`src/rtl/delta_word_coder.sv`:
```
module delta_word_coder #(
  parameter int DATA_W  = 32,
  parameter int DIGIT_W = 4,
  localparam int NUM_DIGITS = DATA_W / DIGIT_W,
  localparam int CNT_W = $clog2(NUM_DIGITS + 1)
) (
  input  logic              clk,
  input  logic              rst_n,
  input  logic              in_valid,
  input  logic [DATA_W-1:0] in_data,
  output logic              out_valid,
  output logic              out_neg,
  output logic [DATA_W-1:0] out_mag,
  output logic [CNT_W-1:0]  out_digits
);

  logic [DATA_W-1:0]     ref_q;
  logic [DATA_W:0]       diff;
  logic                  neg;
  logic [DATA_W-1:0]     mag;
  logic [NUM_DIGITS-1:0] nz;
  logic [CNT_W-1:0]      cnt;

  // wide subtract keeps the borrow as the sign
  assign diff = {1'b0, in_data} - {1'b0, ref_q};
  assign neg  = diff[DATA_W];
  assign mag  = neg ? (ref_q - in_data) : diff[DATA_W-1:0];

  for (genvar g = 0; g < NUM_DIGITS; g++) begin : g_nz
    assign nz[g] = |mag[g*DIGIT_W +: DIGIT_W];
  end

  always_comb begin
    cnt = '0;
    for (int i = 0; i < NUM_DIGITS; i++)
      if (nz[i]) cnt = CNT_W'(i + 1);
  end

  always_ff @(posedge clk or negedge rst_n) begin
    if (!rst_n) begin
      ref_q      <= '0;
      out_valid  <= 1'b0;
      out_neg    <= 1'b0;
      out_mag    <= '0;
      out_digits <= '0;
    end else begin
      out_valid <= in_valid;
      if (in_valid) begin
        ref_q      <= in_data;
        out_neg    <= neg;
        out_mag    <= mag;
        out_digits <= cnt;
      end
    end
  end

endmodule

```
`config.mk`:
```
export PLATFORM = sky130hd
export DESIGN_NAME = delta_word_coder
export DESIGN_NICKNAME = d
export VERILOG_FILES = /design/src/rtl/delta_word_coder.sv
export SDC_FILE = /design/constraint.sdc
export NUM_CORES = 1
export LEC_CHECK = 0
export BUFFER_PORTS_ARGS = -buffer_cell sky130_fd_sc_hd__buf_2
export CORE_MARGIN = 5
export CORE_UTILIZATION = 40
export DETAILED_ROUTE_END_ITERATION = 10
export PLACE_DENSITY_LB_ADDON = 0.05
export SYNTH_ARGS = -nofsm -noshare
export SYNTH_HDL_FRONTEND = slang
export SYNTH_SLANG_ARGS = --single-unit
export TNS_END_PERCENT = 30
```
`constraint.sdc`:
```
create_clock -name clk -period 3.2 [get_ports clk]
set_input_delay 0.32 -clock clk [delete_from_list [all_inputs] [get_ports clk]]
set_output_delay 0.32 -clock clk [all_outputs]
set_load 0.05 [all_outputs]
```
---- Word-level counts from Yosys, hierarchy flattened ----
Cells that the tools add are included.
storage, ports and cells
  register bits after elaboration ......... 70
  bits of input ports ..................... 35
  output and inout bits ................... 38
  logic and storage cells ................. 24
cells by class
  $add $sub $neg .......................... 2
  muxes and demuxes ....................... 9
  reductions and logical operators ........ 8
operators by type and width
  cell             count
  $sub 32x32->33   1
  $mux 32          1
  $reduce_or 4->1  8
  $sub 32x32->32   1
  $mux 4           6
  $mux 2           1
  $mux 1           1

---- Longest topological paths before layout ----
  depth in word-level cells ............... 11
  depth in mapped cells ................... 15
  gate-level depth less buffers ........... 13

---- Least setup slack after synthesis ----
OpenSTA, ideal clock, no wires.
  path type ............................... register -> register
  start point ............................. register ref_q[22]
  end point ............................... register out_digits[2]
  library setup time ...................... 0.123 ns
  arrival time ............................ 3.081 ns
  data required time ...................... 3.077 ns
  slack ................................... -0.004 ns
  cell stages (with the launch flop) ...... 15
  path buffers ............................ 3
  period minus slack after synthesis ...... 3.204 ns
  path through ............................ dfrtp_1 > ha_1 > buf_2 > nand4_1 > nor2_1 > a31oi_4 > and2_1 > buf_2 > nand2_1 > clkbuf_1 > mux2i_1 > xnor2_1 > or4_4 > nor4_2 > o2bb2ai_1
between the ends
  longest elaborated chain between the ends .. 8
  elaborated cells on any way between the ends .. 13
  classes of those cells .................. 2 x add/sub; 6 x mux; 5 x reduce/logical
ends and longest elaborated chain
  what                    RTL line  source
  start, declared         17        logic [DATA_W-1:0] ref_q;
  start signal, assigned  49        ref_q <= in_data;
  $sub 32x32->33          25        assign diff = {1'b0, in_data} - {1'b0, ref_q};
  $mux 32 *               27        assign mag = neg ? (ref_q - in_data) : diff[DATA_W-1:0];
  $reduce_or 4->1         30        assign nz[g] = |mag[g*DIGIT_W +: DIGIT_W];
  $mux 4 (4 in series)    36        if (nz[i]) cnt = CNT_W'(i + 1);
  $mux 4 *                36
  end signal, assigned    52        out_digits <= cnt;
  end, declared           14        output logic [CNT_W-1:0] out_digits
Every way passes the cells marked *; elsewhere a longest branch is shown, timed or not.
A chain may end at the register's enable or synchronous reset.

---- Final worst setup path ----
  start point ............................. register ref_q[7]
  end point ............................... register out_digits[2]
between the ends
  longest elaborated chain between the ends .. 8
  elaborated cells on any way between the ends .. 13
  classes of those cells .................. 2 x add/sub; 6 x mux; 5 x reduce/logical
ends and longest elaborated chain
  what                                                     RTL line
  $sub 32x32->33 / $sub 32x32->32 (equally long branches)  25, 27
  $mux 32 *                                                27
  $reduce_or 4->1                                          30
  $mux 4 (4 in series)                                     36
  $mux 4 *                                                 36
Marked as above.

==> results.tsv <==
stage	metric	value	unit
timing	worstMarginPinSlew	0.718	ns
setup_path	reg2regPathDepth	13	
timing	rsz0062_at_grt	true	
placement	post-place-ws	-0.785	ns
floorplan	initial_core_util	0.405	
placement	io_buffers	72	
timing	skew	0.0217	ns
timing	setup_tns	-1.04	ns
setup_path	cp_cell_sequence	ha_2 > nand2_1 > buf_4 > o21ai_2 > o21ba_4 > buf_6 > o21a_4 > or4_4 > a32oi_4 > xnor2_2 > or4_4 > nor4_4 > o2bb2ai_1	
synthesis	postSynthAreaPerCell	7.80	um^2
synthesis	synthTopCellsByCount	a21oi_1 (86), nand2_1 (85), o21ai_0 (81)	
layout	nets	1250	
synthesis	synth-edff-count	0	
global_route	grt_usage	0.249	
clocking	numCtsBuffers	9	
detailed_routing	wirelength	24.4	mm
timing	max-slew-margin-rel	0.521	
layout	drive_gt1_frac	0.390	
floorplan	coreArea	16500	um^2
timing	slew_viol_final	0	
setup_path	timing.rr.start	ref_q[7]	
detailed_routing	drt-initial-drc-count	544	
placement	place_area	8900	um^2
synthesis	synth_top_area_frac	0.263	
setup_path	crit_top_cell	or4_4	
global_route	overflow	0	
setup_path	r2r-end	out_digits[2]	
clocking	path_clk_slew	0.08	ns
synthesis	synth_cell_types	78	
layout	diodes	0	
run_status	status	finished with violations	
clocking	cts_tree	built	
clocking	root_buffer	clkbuf_16	
setup_path	critPathLaunchType	flop	
global_route	grt_pass1_wl	39.2	mm
power_and_ir_drop	p_leak	4.72	nW
detailed_routing	via_per_inst	5.41	
setup_path	r2r_slack	-0.31	ns
clocking	clock_latency	0.36	ns
detailed_routing	wl_per_cell	17.8	um
timing	finalWorstSetupSlack	-0.314	ns
floorplan	ios	73	
setup_path	crit_fanout	7	
floorplan	dieHeight	139	um
timing	fin_crit	3.51	ns
power_and_ir_drop	power-per-cell-area	547	nW/um^2
placement	gp_congestion	0.951	
synthesis	yosysMostFrequentCell	a21oi_1	
synthesis	async_flop_share	1.00	
synthesis	synthTopCellsByArea	dfrtp_1 (26%), ha_1 (12%), a21oi_1 (6.5%)	
layout	final_util	0.603	
timing	hold_viol_final	0	
synthesis	yosys_warnings	0	
setup_path	cp.required	3.43	ns
timing	period_share	1.10	
floorplan	die-area	19400	um^2
detailed_routing	final_antenna_net_count	0	
detailed_routing	num_vias	7443	
synthesis	yosysTopAreaCell	dfrtp_1	
setup_path	cpLargestDelayFamily	simple AND/OR/NAND/NOR gates	
clocking	clk_path_buf_depth	2	
layout	postLayoutCellArea	9930	um^2
timing	max_freq	285	MHz
timing	setup_viol	6	
synthesis	synthFlopType	dfrtp_1	
placement	place_hpwl	19.3	mm
detailed_routing	route.detailed.drc	0	
clocking	numClockSinks	70	
worst_hold_path	hold_class	input port to asynchronous set/reset pin	
setup_path	crit_buf_inv	2	
synthesis	synth_cells	855	
setup_path	critPathMaxStageDelay	0.54	ns
synthesis	syn_area	6670	um^2
global_route	grt_pass1_vias	7498	
synthesis	synth-seq-cells	70	
job	cap_viol_max_count	0	
detailed_routing	firstDrtPassIters	7	
run_status	violations	negative setup slack	
setup_path	end_kind	flop	
setup_path	crit_arrival	3.74	ns
global_route	grt_start_max_net_pins	64	
floorplan	die_w	139	um
power_and_ir_drop	peakVddDrop	0.409	mV
layout	area_growth	48.9	%
synthesis	syn-num-nets	955	
setup_path	path_class	flop to flop	
setup_path	cp_slowest_cell	or4_4	
synthesis	yosysSeqAreaShare	0.263	
power_and_ir_drop	power	5.43	mW
clocking	h-tree-depth	3	
floorplan	fp-row-count	47	
global_route	antenna_found_initial	0	
-- registers in the layout, summed over array words and instances, names as in the netlist --
name	count
out_digits	4
out_mag	32
out_neg	1
ref_q	32
out_valid	1
-- area by class of cell --
class / count / area (um^2)
well taps: 220 / 275
multi-input cells: 656 / 4880
fillers: 1538 / 6540
clock inverters: 5 / 82.6
flip-flops and latches: 70 / 1750
inverters: 78 / 293
repair buffers: 335 / 2400
clock buffers: 11 / 243
-- worst max path at each step --
stage / start / end / slack (ns) / depth (start not counted)
after floorplan: ref_q[7] / out_digits[2] / 0.08 / 12
after detailed placement: in_data[0] / out_digits[2] / -0.79 / 16
after global routing: ref_q[9] / out_digits[2] / -0.44 / 13
after CTS: ref_q[0] / out_digits[2] / -0.26 / 14
final: ref_q[7] / out_digits[2] / -0.31 / 13
after global placement: in_data[0] / out_digits[3] / -0.65 / 16
-- report_power, final --
group	internal, mW	switching, mW
Clock	0.707	0.454
Combinational	1.29	1.83
Sequential	1.06	0.100
-- timing repair --
| item | in CTS | in global routing |
|---|---|---|
| cloned | 1 | 0 |
| hold buffers | 0 | 0 |
| gates resized for setup | 43 | 64 |
| endpoints found under the setup margin | 15 | 19 |
| pin swaps | 21 | 31 |
| buffers inserted | 9 | 11 |
-- per-stage QoR --
stage	hold WS (ns)	std cells
after global placement	0.381	1340
final	0.00144	1375
after floorplan	0.0244	855
after global routing	0.0668	1375
after CTS	0.0247	1365
after detailed placement	0.399	1340
-- cells by family (layout without fill, tap and decap cells) --
kind of cell | count (synthesis) | count (layout) | synth area share
compound gates | 302 | 303 | 0.296
simple gates | 259 | 259 | 0.191
buf+inv | 130 | 429 | 0.0859
flops | 70 | 70 | 0.263
fa+ha+maj | 65 | 65 | 0.124
xor+xnor | 19 | 19 | 0.0250
mux | 10 | 10 | 0.0161
-- routing by layer --
layer,global-route usage,vias up,share of wire
li1,-,3666,-
met5,0,-,0
met4,0.0582,0,0.012
met1,0.374,3551,0.50
met3,0.0379,27,0.051
met2,0.376,199,0.44
-- cell usage in the layout (no fill, tap or decap), types with 5 or more instances in the layout --
cell type,n
o21ai_0,77
dfrtp_1,70
o21bai_1,5
o21ai_1,9
ha_1,55
xnor2_1,8
a21oi_2,10
a211oi_2,5
o21a_1,17
a21oi_1,78
nor4_1,5
a211oi_1,7
nand2_1,83
a211o_1,7
nor2_1,63
clkbuf_16,9
nor3_1,15
nand4_1,20
o211ai_1,6
xor2_1,6
a21o_1,12
nand3b_1,5
inv_1,78
ha_2,5
buf_6,7
buf_4,254
nor2b_1,8
buf_2,71
or4_4,6
and2_1,6
No activity file was read; power rests on OpenSTA's default activity.
